## config.mk

```make
export PLATFORM = sky130hd
export DESIGN_NAME = dma_channel
export DESIGN_NICKNAME = d
export VERILOG_FILES = /design/src/rtl/dma_pkg.sv /design/src/rtl/dma_lane_align.sv /design/src/rtl/dma_ctrl.sv /design/src/rtl/dma_datapath.sv /design/src/rtl/dma_channel.sv
export SDC_FILE = /design/constraint.sdc
export NUM_CORES = 1
export LEC_CHECK = 0
export ABC_AREA = 0
export BUFFER_PORTS_ARGS = -buffer_cell sky130_fd_sc_hd__buf_2
export CAP_MARGIN = 20
export CORE_ASPECT_RATIO = 0.75
export CORE_MARGIN = 4
export CORE_UTILIZATION = 52
export CTS_CLUSTER_SIZE = 12
export DETAILED_ROUTE_END_ITERATION = 7
export PLACE_DENSITY = 0.88
export SLEW_MARGIN = 30
export SYNTH_ARGS = -nofsm -noshare
export SYNTH_HDL_FRONTEND = slang
export SYNTH_SLANG_ARGS = --single-unit
export TNS_END_PERCENT = 100
```

## constraint.sdc

```tcl
create_clock -name clk -period 6.5 [get_ports clk]
set_input_delay 1.3 -clock clk [delete_from_list [all_inputs] [get_ports clk]]
set_output_delay 1.3 -clock clk [all_outputs]
set_load 0.01 [all_outputs]
```

## src/rtl/dma_pkg.sv

```systemverilog
package dma_pkg;
  parameter int ADDR_W    = 32;
  parameter int CNT_W     = 16;
  parameter int REG_SEL_W = 3;
  parameter int LANES     = 4;

  localparam logic [REG_SEL_W-1:0] REG_CTRL   = 3'd0;
  localparam logic [REG_SEL_W-1:0] REG_SRC    = 3'd1;
  localparam logic [REG_SEL_W-1:0] REG_DST    = 3'd2;
  localparam logic [REG_SEL_W-1:0] REG_COUNT  = 3'd3;
  localparam logic [REG_SEL_W-1:0] REG_STATUS = 3'd4;

  typedef enum logic [1:0] {
    SZ_BYTE = 2'd0,
    SZ_HALF = 2'd1,
    SZ_WORD = 2'd2,
    SZ_RSVD = 2'd3
  } xferSize_e;

  typedef enum logic [1:0] {
    PH_IDLE,
    PH_READ,
    PH_WRITE,
    PH_SINGLE
  } phase_e;

  typedef struct packed {
    xferSize_e dstSize;
    xferSize_e srcSize;
    logic      single;
    logic      memToPeriph;
    logic      intEn;
    logic      reqEn;
  } ctrlWord_t;

  typedef struct packed {
    logic latchData;
    logic advance;
    logic abort;
  } strobe_t;

  function automatic logic [2:0] stepOf(input xferSize_e sz);
    case (sz)
      SZ_BYTE: return 3'd1;
      SZ_HALF: return 3'd2;
      default: return 3'd4;
    endcase
  endfunction

  function automatic logic misaligned(input logic [1:0] lo, input xferSize_e sz);
    case (sz)
      SZ_HALF: return lo[0];
      SZ_WORD: return |lo;
      default: return 1'b0;
    endcase
  endfunction
endpackage

```

## src/rtl/dma_lane_align.sv

```systemverilog
module dma_lane_align
  import dma_pkg::*;
(
  input  xferSize_e           sizeSel,
  input  logic [1:0]          laneAddr,
  input  logic [8*LANES-1:0]  rdata,
  input  logic [8*LANES-1:0]  latchVal,
  output logic [8*LANES-1:0]  rdAligned,
  output logic [8*LANES-1:0]  wdata,
  output logic [LANES-1:0]    be
);
  localparam int DATA_W = 8 * LANES;

  for (genvar i = 0; i < LANES; i++) begin : g_lane
    localparam logic [1:0] LANE_IDX = 2'(i);
    assign be[i] = (sizeSel == SZ_WORD) ||
                   (sizeSel == SZ_HALF && laneAddr[1] == LANE_IDX[1]) ||
                   (sizeSel == SZ_BYTE && laneAddr == LANE_IDX);
  end

  always_comb begin
    rdAligned = '0;
    wdata     = latchVal;
    case (sizeSel)
      SZ_BYTE: begin
        rdAligned[7:0] = rdata[{laneAddr, 3'b000} +: 8];
        wdata          = {LANES{latchVal[7:0]}};
      end
      SZ_HALF: begin
        rdAligned[15:0] = rdata[{laneAddr[1], 4'b0000} +: 16];
        wdata           = {(LANES/2){latchVal[15:0]}};
      end
      default: begin
        rdAligned = rdata[DATA_W-1:0];
        wdata     = latchVal;
      end
    endcase
  end
endmodule

```

## src/rtl/dma_ctrl.sv

```systemverilog
module dma_ctrl
  import dma_pkg::*;
(
  input  logic    clk,
  input  logic    rstN,
  input  logic    dmaReq,
  input  logic    reqEn,
  input  logic    single,
  input  logic    memToPeriph,
  input  logic    armed,
  input  logic    abortReq,
  input  logic    busReady,
  output phase_e  phase,
  output logic    busy,
  output logic    busValid,
  output logic    busWrite,
  output strobe_t strb
);
  phase_e phaseNext;
  logic   reqPrev;
  logic   reqRise;

  assign reqRise = dmaReq && !reqPrev;

  always_comb begin
    phaseNext = phase;
    case (phase)
      PH_IDLE:
        if (!abortReq && reqEn && armed && reqRise)
          phaseNext = single ? PH_SINGLE : PH_READ;
      PH_READ:
        if (abortReq)      phaseNext = PH_IDLE;
        else if (busReady) phaseNext = PH_WRITE;
      default:
        if (abortReq || busReady) phaseNext = PH_IDLE;
    endcase
  end

  always_ff @(posedge clk) begin
    if (!rstN) begin
      phase   <= PH_IDLE;
      reqPrev <= 1'b0;
    end else begin
      phase   <= phaseNext;
      reqPrev <= dmaReq;
    end
  end

  assign busy     = (phase != PH_IDLE);
  assign busValid = busy;
  assign busWrite = (phase == PH_WRITE) || (phase == PH_SINGLE && !memToPeriph);

  always_comb begin
    strb.abort     = abortReq;
    strb.latchData = (phase == PH_READ) && busReady && !abortReq;
    strb.advance   = (phase == PH_WRITE || phase == PH_SINGLE) && busReady && !abortReq;
  end

  p_valid_hold_r11: assert property (@(posedge clk) disable iff (!rstN)
    busValid && !busReady && !abortReq |=> busValid && phase == $past(phase));

  p_write_follows_read_r1: assert property (@(posedge clk) disable iff (!rstN)
    phase == PH_WRITE && $past(phase) != PH_WRITE |-> $past(phase) == PH_READ);

  p_no_start_unarmed_r8: assert property (@(posedge clk) disable iff (!rstN)
    phase == PH_IDLE && !(armed && reqEn) |=> phase == PH_IDLE);

  p_held_req_no_restart_r7: assert property (@(posedge clk) disable iff (!rstN)
    phase == PH_IDLE && dmaReq && reqPrev |=> phase == PH_IDLE);
endmodule

```

## src/rtl/dma_datapath.sv

```systemverilog
module dma_datapath
  import dma_pkg::*;
(
  input  logic                 clk,
  input  logic                 rstN,
  input  logic                 regWr,
  input  logic [REG_SEL_W-1:0] regAddr,
  input  logic [31:0]          regWdata,
  output logic [31:0]          regRdata,
  input  logic                 busy,
  input  phase_e               phase,
  input  strobe_t              strb,
  input  logic [8*LANES-1:0]   busRdata,
  output ctrlWord_t            ctrlReg,
  output logic                 armed,
  output logic                 abortReq,
  output logic [ADDR_W-1:0]    busAddr,
  output logic [LANES-1:0]     busBe,
  output logic [8*LANES-1:0]   busWdata,
  output logic                 irq
);
  localparam int DATA_W = 8 * LANES;

  logic [ADDR_W-1:0] srcAddr, dstAddr;
  logic [CNT_W-1:0]  count;
  logic              done, cfgErr;
  logic [DATA_W-1:0] latchReg;

  logic              writeOk, cfgBad;
  logic [2:0]        step;
  logic [CNT_W-1:0]  newCount;
  logic [CNT_W-1:0]  stepCnt;
  logic [ADDR_W-1:0] stepAddr;
  xferSize_e         laneSize;
  logic [1:0]        laneAddr;
  logic [DATA_W-1:0] rdAligned, laneWdata;
  logic [LANES-1:0]  laneBe;

  assign step     = stepOf(ctrlReg.srcSize);
  assign stepCnt  = {{(CNT_W-3){1'b0}}, step};
  assign stepAddr = {{(ADDR_W-3){1'b0}}, step};
  assign newCount = regWdata[CNT_W-1:0];
  assign writeOk  = regWr && !busy;
  assign abortReq = regWr && (regAddr == REG_STATUS) && regWdata[0];
  assign armed    = (count != '0) && !cfgErr && !done;
  assign irq      = done && ctrlReg.intEn;

  always_comb begin
    cfgBad = 1'b0;
    if (newCount != '0) begin
      cfgBad = (ctrlReg.srcSize != ctrlReg.dstSize) ||
               (ctrlReg.srcSize == SZ_RSVD) ||
               (ctrlReg.single && ctrlReg.srcSize != SZ_WORD) ||
               misaligned(srcAddr[1:0], ctrlReg.srcSize) ||
               (!ctrlReg.single && misaligned(dstAddr[1:0], ctrlReg.dstSize)) ||
               misaligned(newCount[1:0], ctrlReg.srcSize);
    end
  end

  always_ff @(posedge clk) begin
    if (!rstN) begin
      ctrlReg  <= '0;
      srcAddr  <= '0;
      dstAddr  <= '0;
      count    <= '0;
      done     <= 1'b0;
      cfgErr   <= 1'b0;
      latchReg <= '0;
    end else begin
      if (abortReq) begin
        done   <= 1'b0;
        cfgErr <= 1'b0;
      end
      if (writeOk) begin
        case (regAddr)
          REG_CTRL:  ctrlReg <= ctrlWord_t'(regWdata[7:0]);
          REG_SRC:   srcAddr <= regWdata[ADDR_W-1:0];
          REG_DST:   dstAddr <= regWdata[ADDR_W-1:0];
          REG_COUNT: begin
            count <= newCount;
            if (cfgBad) cfgErr <= 1'b1;
          end
          default: ;
        endcase
      end
      if (strb.latchData) latchReg <= rdAligned;
      if (strb.advance) begin
        count <= count - stepCnt;
        if (ctrlReg.single || ctrlReg.memToPeriph) srcAddr <= srcAddr + stepAddr;
        else                                       dstAddr <= dstAddr + stepAddr;
        if (count == stepCnt) done <= 1'b1;
      end
    end
  end

  assign laneSize = (phase == PH_WRITE) ? ctrlReg.dstSize : ctrlReg.srcSize;
  assign laneAddr = (phase == PH_WRITE) ? dstAddr[1:0] : srcAddr[1:0];

  dma_lane_align u_lane (
    .sizeSel   (laneSize),
    .laneAddr  (laneAddr),
    .rdata     (busRdata),
    .latchVal  (latchReg),
    .rdAligned (rdAligned),
    .wdata     (laneWdata),
    .be        (laneBe)
  );

  assign busAddr  = (phase == PH_WRITE) ? dstAddr : srcAddr;
  assign busBe    = (phase == PH_SINGLE) ? {LANES{1'b1}} : laneBe;
  assign busWdata = (phase == PH_WRITE) ? laneWdata : '0;

  always_comb begin
    regRdata = '0;
    case (regAddr)
      REG_CTRL:   regRdata[7:0]        = ctrlReg;
      REG_SRC:    regRdata             = srcAddr;
      REG_DST:    regRdata             = dstAddr;
      REG_COUNT:  regRdata[CNT_W-1:0]  = count;
      REG_STATUS: regRdata[2:0]        = {busy, cfgErr, done};
      default:    ;
    endcase
  end

  p_count_no_underflow_r4: assert property (@(posedge clk) disable iff (!rstN)
    strb.advance |-> count >= stepCnt);

  p_done_at_zero_r5: assert property (@(posedge clk) disable iff (!rstN)
    strb.advance && count == stepCnt |=> done && count == '0);

  p_busy_write_ignored_r10: assert property (@(posedge clk) disable iff (!rstN)
    phase == PH_READ && regWr && regAddr == REG_SRC |=> srcAddr == $past(srcAddr));

  p_src_fixed_inbound_r3: assert property (@(posedge clk) disable iff (!rstN)
    strb.advance && !ctrlReg.single && !ctrlReg.memToPeriph |=> srcAddr == $past(srcAddr));
endmodule

```

## src/rtl/dma_channel.sv

```systemverilog
module dma_channel
  import dma_pkg::*;
(
  input  logic                 clk,
  input  logic                 rstN,
  input  logic                 regWr,
  input  logic [REG_SEL_W-1:0] regAddr,
  input  logic [31:0]          regWdata,
  output logic [31:0]          regRdata,
  input  logic                 dmaReq,
  output logic                 busValid,
  output logic                 busWrite,
  output logic [ADDR_W-1:0]    busAddr,
  output logic [LANES-1:0]     busBe,
  output logic [8*LANES-1:0]   busWdata,
  input  logic [8*LANES-1:0]   busRdata,
  input  logic                 busReady,
  output logic                 irq
);
  ctrlWord_t ctrlReg;
  strobe_t   strb;
  phase_e    phase;
  logic      busy, armed, abortReq;

  dma_ctrl u_ctrl (
    .clk         (clk),
    .rstN        (rstN),
    .dmaReq      (dmaReq),
    .reqEn       (ctrlReg.reqEn),
    .single      (ctrlReg.single),
    .memToPeriph (ctrlReg.memToPeriph),
    .armed       (armed),
    .abortReq    (abortReq),
    .busReady    (busReady),
    .phase       (phase),
    .busy        (busy),
    .busValid    (busValid),
    .busWrite    (busWrite),
    .strb        (strb)
  );

  dma_datapath u_dp (
    .clk      (clk),
    .rstN     (rstN),
    .regWr    (regWr),
    .regAddr  (regAddr),
    .regWdata (regWdata),
    .regRdata (regRdata),
    .busy     (busy),
    .phase    (phase),
    .strb     (strb),
    .busRdata (busRdata),
    .ctrlReg  (ctrlReg),
    .armed    (armed),
    .abortReq (abortReq),
    .busAddr  (busAddr),
    .busBe    (busBe),
    .busWdata (busWdata),
    .irq      (irq)
  );
endmodule

```

== After elaboration in Yosys (flattened, before gate mapping) ==
Index checks and enable logic that the tools add are counted.

* Flip-flop bits (word level): 125
* Output and inout port bits: 103
* Logic and storage cells: 150

* Add/subtract/negate cells: 3
* Eq/ne operators: 22
* Shift operators: 2
* Multiplexer cells: 45
* Bitwise logic cells: 1
* Reduce and logical (&&, ||, !) cells: 63

{| class="wikitable"
|+ Operators by type and width
! kind !! number
|-
| $mux 32 || 10
|-
| $add 32x3->32 || 2
|-
| $mux 16 || 4
|-
| $pmux 32 s2 || 1
|-
| $pmux 16 s2 || 1
|-
| $pmux 8 s2 || 2
|-
| $reduce_bool 16->1 || 2
|-
| $shiftx 32x6->16 || 1
|-
| $shiftx 32x6->8 || 1
|-
| $pmux 8 s3 || 1
|-
| $logic_and 1x1->1 || 23
|-
| $pmux 5 s4 || 1
|-
| $eq 16x3->1 || 1
|-
| $eq 2x2->1 const B || 8
|-
| $sub 16x3->16 || 1
|-
| $logic_or 1x1->1 || 15
|-
| $pmux 3 s5 || 1
|-
| $mux 2 || 7
|-
| $mux 1 || 11
|-
| $eq 2x1->1 const B || 5
|-
| $logic_not 2->1 || 4
|-
| $reduce_or 2->1 || 4
|-
| $logic_not 1->1 || 7
|-
| $eq 3x2->1 const B || 2
|-
| other kinds (16) || 21
|}

== Depth between registers and ports, before layout ==
Gate-level depths: netlist of run 1.

* Depth in word-level cells: 10
* Gate-level depth with buffers: 10
* Gate-level depth less buffers: 9

== By module ==
Synthesis of run 1 repeated with hierarchy kept, for this count alone.

* Cells, all modules: 1143
* Area total of the unflattened synthesis: 9258.9 µm²

{| class="wikitable"
|+ Modules (own cells, without submodules)
! module !! times used !! cells each !! area each (µm²) !! seq. area each (µm²)
|-
| dma_datapath || 1 || 983 || 7987.7 || 2442.3
|-
| dma_lane_align || 1 || 140 || 1079.8 || 0.0
|-
| dma_ctrl || 1 || 20 || 191.4 || 60.1
|}

== Worst setup path after synthesis of run 1 ==
No wires, ideal clock.

* Kind: input-to-output
* Start: input regAddr[1]
* End: output regRdata[5]
* Data arrival time: 2633 ps
* Required time: 5200 ps
* Slack: 2567 ps
* Stages on the path: 4
* Buffers on the path: 2
* Cells stage by stage: buf_2 buf_1 mux4_1 nor2b_1

* Longest elaborated chain between the ends: 2

{| class="wikitable"
|+ RTL lines
! element !! RTL line !! source
|-
| start, declared || dma_channel.sv:7 || <nowiki>input logic [REG_SEL_W-1:0] regAddr,</nowiki>
|-
| $eq 3x2->1 (tied with other cells) || dma_datapath.sv:115 || <nowiki>case (regAddr)</nowiki>
|-
| $pmux 5 s4 (*) || dma_datapath.sv:115 ||
|-
| end, declared || dma_channel.sv:9 || <nowiki>output logic [31:0] regRdata,</nowiki>
|}

Every way passes the cells marked *; elsewhere a longest branch is shown, timed or not.

== Worst setup path after layout of run 1 ==
* Start: register u_ctrl.phase[0]
* End: output busBe[0]

* Longest elaborated chain between the ends: 7

{| class="wikitable"
|+ RTL lines
! element !! RTL line !! source
|-
| start, declared || dma_ctrl.sv:13 || <nowiki>output phase_e phase,</nowiki>
|-
| start signal, assigned || dma_ctrl.sv:44 || <nowiki>phase <= phaseNext;</nowiki>
|-
| $eq 2x2->1 || dma_datapath.sv:96, dma_datapath.sv:97 ||
|-
| $mux 2, on equally long branches || dma_datapath.sv:96, dma_datapath.sv:97 ||
|-
| $eq 2x1->1 / $not 1->1 (equally long branches) || dma_lane_align.sv:17 || <nowiki>(sizeSel == SZ_HALF && laneAddr[1] == LANE_IDX[1]) ||</nowiki>
|-
| $logic_and 1x1->1 || dma_lane_align.sv:17 ||
|-
| $logic_or 1x1->1 || dma_lane_align.sv:16 || <nowiki>assign be[i] = (sizeSel == SZ_WORD) ||</nowiki>
|-
| $logic_or 1x1->1 || dma_lane_align.sv:17 ||
|-
| $mux 4 (*) || dma_datapath.sv:110 || <nowiki>assign busBe = (phase == PH_SINGLE) ? {LANES{1'b1}} : laneBe;</nowiki>
|-
| end, declared || dma_channel.sv:14 || <nowiki>output logic [LANES-1:0] busBe,</nowiki>
|}

Marks and branches as above.

==> flow_summary.json, run 1 <==
{
  "cp-end-kind": "output port",
  "worst_r2r_path_depth": 9,
  "cap_violations": 0,
  "p_int_mw": 1.387,
  "cts_tree": "built",
  "die_w_um": 160.0,
  "p_leak_nw": 4.364,
  "rsz0062_at_grt": "no",
  "area_growth_pct": 16.43,
  "core.rowCount": 41,
  "hold_depth": 2,
  "layout-drive-gt1-share": 0.2046,
  "setup.worst_path.class": "reg -> out",
  "cts_hold_buf": 0,
  "grt_max_degree": 59,
  "antenna_found_initial": 1,
  "tightest_slew_ns": 1.029,
  "cts.clk_slew.worst_paths_ns": 0.06,
  "synth_fp_nets": 1302,
  "status": "completed",
  "finalSetupViolCount": 0,
  "finalClockSkew_ns": 0.01186,
  "swShare": 0.2843,
  "dp_hpwl_mm": 23.79,
  "htreeDepth": 4,
  "clock-root-buffer": "clkbuf_16",
  "cts_resized": 0,
  "wl_per_cell_um": 22.01,
  "critPathMaxFanout": 52,
  "core_area_mm2": 0.01693,
  "routed_wl_mm": 34.09,
  "synth_warnings": 0,
  "die_h_um": 122.0,
  "p_per_area_mw_per_mm2": 184.8,
  "nNetsFinal": 1410,
  "synthArstFlopShare": 0,
  "critPathRequiredTime_ns": 5.20,
  "numCtsBuffers": 17,
  "overflow": 0,
  "avgViaCountPerCell": 6.971,
  "synthCells": 1213,
  "p_total_mw": 1.938,
  "grt_pass1_wl_mm": 51.76,
  "max_slew_margin": 0.3139,
  "drc": 0,
  "fin_crit_sh": 0.6631,
  "grt_pass1_vias": 9516,
  "power_switching_mw": 0.5511,
  "synthFlopType": "dfxtp_1",
  "drtIter0Drc": 2157,
  "via_count": 10800,
  "p_comb_frac": 0.096,
  "io_buffers": 174,
  "gp_congestion": 1.071,
  "synth_edf_count": 0,
  "worstPathArrival_ns": 3.01,
  "clock_sinks": 125,
  "ys_ff_latch": 125,
  "ir_worst_vdd_v": 0.0001368,
  "yosysTopAreaCellShare": 0.2777,
  "synth.area.top_cells": "dfxtp_1 28%, nand2_1 8.8%, a21oi_1 5.2%, mux2i_1 4.9%, o21ai_0 3.5%",
  "clk_latency_ns": 0.44,
  "place_ws_ns": 1.979,
  "hold_violations": 0,
  "period_minus_slack_ns": 4.310,
  "finalMaxSlewViolations": 0,
  "fin_setup_tns_ns": 0,
  "post_cts.repair.setup_buffers": 0,
  "hold_path_class": "reg -> reg",
  "num_io_pins": 175,
  "yosys.area.top_type": "dfxtp_1",
  "drtAntennaViolNets": 0,
  "fmax_mhz": 232.0,
  "ys_types": 73,
  "synth_seq_area_share": 0.2777,
  "syn_area_mm2": 0.009010,
  "seqPwrFrac": 0.416,
  "hold_slack_ns": 0.4554,
  "cts_max_path_buffers": 2,
  "syn_avg_cell_area_um2": 7.428,
  "pwr-share-clk": 0.488,
  "initial_core_util": 0.5322,
  "worstSetupStartpointType": "flip-flop",
  "globalRouteTotalUtil": 0.3309,
  "dr.pass1.iters": 7,
  "fin_ws_ns": 2.190,
  "die_area_mm2": 0.01952,
  "insertedDiodeCount": 0
}
layout make-up:
type                            instances  area (um^2)
Multi-Input combinational cell        973         6086
Sequential cell                       125         2504
Timing Repair Buffer                  188        996.0
Clock buffer                           18        439.2
Fill cell                            1445         6439
Tap cell                              215        269.0
Inverter                               16        60.06
Clock inverter                         14        136.4
state kept, by name (all words and copies together) (netlist names):
name and count:
u_dp.dstAddr 32, u_dp.latchReg 32, u_dp.srcAddr 32, u_dp.count 16, u_dp.ctrlReg 8, u_ctrl.phase 2
u_ctrl.reqPrev 1, u_dp.cfgErr 1, u_dp.done 1
routing by layer:
layer | wire (um) | GRT usage
met4 | 1318 | 0.1231
met5 | 17 | 0
met3 | 5740 | 0.1275
met1 | 12900 | 0.4485
met2 | 14120 | 0.4783
per-stage QoR:
step	cells	util	instance area, um^2
6_report	1549	0.6197	10490
4_1_cts	1549	0.6180	10460
3_3_place_gp	1516	0.5823	9858
3_5_place_dp	1517	0.5840	9887
2_1_floorplan	1213	-	9010
5_1_grt	1549	0.6197	10490
synth_stat cells (12+ instances only):
cell type / number
nand2_1: 212
dfxtp_1: 125
a21oi_1: 94
nor2_1: 84
clkbuf_1: 63
o21ai_0: 63
nand3_1: 62
mux2i_1: 44
a31oi_1: 41
buf_2: 28
or3_1: 23
o211ai_1: 20
nand4_1: 19
a22o_1: 17
ha_1: 17
nor2b_1: 17
o211a_1: 16
and3_1: 15
inv_1: 15
a221oi_1: 14
and2_1: 14
mux2_2: 14
nor4_1: 14
o311ai_0: 14
a32oi_1: 12
cell usage in the layout, fill, tap and decap left out, drive strengths merged, types with 18 or more instances in the layout:
cell type / instances
a31oi: 41
nand2: 212
inv: 19
mux2i: 44
o211ai: 20
clkbuf: 18
or3: 23
a21oi: 94
buf: 188
dfxtp: 125
nor2: 84
o21ai: 67
nand4: 21
nand3: 63
worst paths after layout:
kind | startpoint | end | slack, ns
worst max-delay path | u_ctrl.phase[0] | busBe[0] | 2.19
worst min-delay path | u_dp.latchReg[28] | u_dp.latchReg[28] | 0.46
worst max register to register | u_dp.ctrlReg[5] | u_dp.dstAddr[12] | 3.11
worst min register to register | u_dp.latchReg[28] | u_dp.latchReg[28] | 0.46
power by group through the flow:
stage	clock, mW	combinational [mW]	sequential, mW
after floorplan	0	0.107	0.807
after global placement	0	0.171	0.820
after detailed placement	0	0.176	0.820
after CTS	0.938	0.177	0.804
after global routing	0.973	0.196	0.807
final	0.945	0.186	0.807
worst max-delay path: stages (launching register included):
cell	delay [ns]
dfxtp_1	0.54
nand2b_2	0.19
buf_4	0.54
mux2i_2	0.30
buf_4	0.31
a21o_1	0.32
o21ai_0	0.15
nand2_1	0.09
buf_2	0.12
logic make-up after synthesis:
family	share of synthesized area
simple gates	0.2844
compound gates	0.2744
mux	0.08179
buf+inv	0.05221
flops	0.2777
xor+xnor	0.005832
fa+ha+maj	0.02361
(Power assumes the default switching activity.)
==> run 2: changes to the inputs <==
- ABC_AREA: 0 -> 1
- PLACE_DENSITY: 0.88 -> 0.87
- clock period: 6.5 -> 4.29 ns (I/O delays scaled with it)
==> run 2 against run 1 <==
  * Clock skew shrank 0.0027 ns
  * Final area grew 6.7%
  * Total power grew 60%
  * Global-route usage grew 5.0 points
  * Via count grew 15%
  * Register-to-register slack lost 2.0 ns
  * Cell count grew 32%
  * Sequential share of layout area shrank 1.5 points
  * Combinational power grew 99%
  * Synthesized cell count grew 37%
  * Sequential power grew 50%
  * Worst hold slack gained 0.0099 ns
  * Critical path type unchanged
==> flow_summary.json, run 2 <==
{
  "post_cts.repair.setup_buffers": 0,
  "p_total_mw": 3.110,
  "synth.area.top_cells": "dfxtp_1 26%, nand2_1 18%, inv_1 7.4%, a21oi_1 6.9%, nand3_1 6.7%",
  "critPathMaxFanout": 19,
  "final_common_cell": "nand2_1",
  "finalMaxSlewViolations": 0,
  "die_area_mm2": 0.02078,
  "cts_resized": 0,
  "top_regs": "u_dp.dstAddr x32, u_dp.latchReg x32, u_dp.srcAddr x32",
  "core.rowCount": 42,
  "cts_hold_buf": 0,
  "die_h_um": 125.9,
  "synthArstFlopShare": 0,
  "worstPathArrival_ns": 2.83,
  "htreeDepth": 4,
  "core_area_mm2": 0.01792,
  "gp_congestion": 1.059,
  "area_growth_pct": 16.27,
  "p_int_mw": 2.168,
  "tightest_slew_ns": 0.8011,
  "syn_area_mm2": 0.009630,
  "yosysTopAreaCellShare": 0.2598,
  "max_slew_margin": 0.4640,
  "synth_edf_count": 0,
  "fin_setup_tns_ns": 0,
  "ys_types": 44,
  "io_buffers": 174,
  "clock_sinks": 125,
  "swShare": 0.3028,
  "synth_seq_area_share": 0.2598,
  "synth_common_cells": "458 x nand2_1, 191 x inv_1, 167 x nor2_1, 132 x a21oi_1, 128 x nand3_1",
  "pwr-share-clk": 0.490,
  "p_leak_nw": 4.854,
  "numCtsBuffers": 17,
  "ir_worst_vdd_v": 0.0001924,
  "ys_ff_latch": 125,
  "hold_violations": 0,
  "cts.clk_slew.worst_paths_ns": 0.06,
  "cts_tree": "built",
  "antenna_found_initial": 1,
  "p_comb_frac": 0.119,
  "fmax_mhz": 271.4,
  "synth_fp_nets": 1746,
  "die_w_um": 165.1,
  "cp-end-kind": "output port",
  "wl_per_cell_um": 19.91,
  "rsz0062_at_grt": "no",
  "yosysMostFrequentCell": "nand2_1",
  "nNetsFinal": 1879,
  "dp_hpwl_mm": 31.08,
  "num_io_pins": 175,
  "routed_wl_mm": 40.74,
  "synth_warnings": 0,
  "worstSetupStartpointType": "flip-flop",
  "dr.pass1.iters": 6,
  "synthCells": 1657,
  "avgViaCountPerCell": 6.077,
  "syn_avg_cell_area_um2": 5.812,
  "overflow": 0,
  "drtIter0Drc": 1961,
  "globalRouteTotalUtil": 0.3810,
  "seqPwrFrac": 0.391,
  "drc": 0,
  "initial_core_util": 0.5374,
  "grt_max_degree": 69,
  "synthFlopType": "dfxtp_1",
  "setup.worst_path.class": "reg -> out",
  "power_switching_mw": 0.9416,
  "grt_pass1_vias": 10900,
  "clk_latency_ns": 0.44,
  "hold_path_class": "reg -> reg",
  "clock-root-buffer": "clkbuf_16",
  "p_per_area_mw_per_mm2": 277.7,
  "drtAntennaViolNets": 0,
  "cts_max_path_buffers": 2,
  "fin_crit_sh": 0.8588,
  "status": "completed",
  "critPathRequiredTime_ns": 3.43,
  "n_fill_cell": 1791,
  "grt_pass1_wl_mm": 62.02,
  "finalClockSkew_ns": 0.009186,
  "cap_violations": 0,
  "layout-drive-gt1-share": 0.1425,
  "yosys.area.top_type": "dfxtp_1",
  "via_count": 12430,
  "finalSetupViolCount": 0,
  "mostFrequentLayoutCells": "458 x nand2_1, 189 x inv_1, 174 x buf_2",
  "period_minus_slack_ns": 3.684
}
## run 2: cell types whose count changed in the layout (fill, tap and decap cells not counted), sizes merged, moves of 26 or more
cell,before,now
nand2,212,464
mux2i,44,0
nor2,84,172
inv,19,213
o22ai,3,29
o21ai,67,143
a21oi,94,132
a31oi,41,10
nand3,63,128
## run 2: worst paths after layout
kind,start,endpoint,slack (ns),cells after the start
worst min-delay path,u_dp.latchReg[26],u_dp.latchReg[26],0.47,2
worst min register to register,u_dp.latchReg[26],u_dp.latchReg[26],0.47,2
worst max register to register,u_dp.ctrlReg[5],u_dp.count[6],1.12,13
worst max-delay path,u_ctrl.phase[0],busBe[2],0.61,12
## run 2: power groups by stage
| stage | Sequential [mW] | Combinational [mW] | Clock, mW |
|---|---|---|---|
| after floorplan | 1.22 | 0.210 | 0 |
| after global placement | 1.24 | 0.349 | 0 |
| after detailed placement | 1.24 | 0.350 | 0 |
| after CTS | 1.21 | 0.352 | 1.52 |
| after global routing | 1.22 | 0.397 | 1.57 |
| final | 1.21 | 0.371 | 1.52 |
## run 2: layout make-up
class	count	area [um^2]	share of cell area
clock buffer	17	425.4	0.03799
inverter	206	773.2	0.06906
antenna	1	2.502	0.0002235
sequential	125	2502	0.2235
clock inverter	15	172.7	0.01542
multi-input combinational	1250	6027	0.5383
tap	242	302.8	0.02704
timing repair buffer	190	991.0	0.08850
## run 2: kinds of logic (layout without fill, tap and decap cells)
kind of cell,Yosys count,after routing,share of synthesized area
simple gates,840,840,0.3673
compound gates,376,376,0.2205
buf+inv,282,428,0.1148
flops,125,125,0.2598
fa+ha+maj,17,17,0.02209
xor+xnor,17,17,0.01546
other cells,0,1,0
## run 2: worst max-delay path: stages, from the launching register on
cell     delay [ns]
dfxtp_1        0.50
inv_2          0.06
nand2_2        0.29
nand2_1        0.11
nand2_2        0.30
inv_2          0.23
nor2_1         0.13
buf_4          0.20
nand2_1        0.12
o21ai_4        0.17
inv_1          0.07
nand2_1        0.06
buf_2          0.13
## run 2: through the flow
step	setup WS (ns)	instance area [um^2]	hold slack (ns)	util	instances
2_1_floorplan	1.455	9630	0.4418	-	1657
3_3_place_gp	1.000	10600	0.4516	0.5913	2013
3_5_place_dp	0.9305	10600	0.4552	0.5913	2013
4_1_cts	0.6565	11190	0.4652	0.6247	2045
5_1_grt	0.3723	11200	0.4770	0.6248	2046
6_report	0.6058	11200	0.4653	0.6248	2046
## run 2: metal layers
| layer | vias up | wire length, um | global-route usage | part of all wire |
|---|---|---|---|---|
| li1 | 5755 | - | - | - |
| met1 | 5609 | 16890 | 0.5837 | 0.41 |
| met2 | 972 | 15720 | 0.4906 | 0.39 |
| met3 | 97 | 7241 | 0.1404 | 0.18 |
| met4 | 0 | 889 | 0.1046 | 0.022 |
| met5 | - | 0 | 0 | 0 |
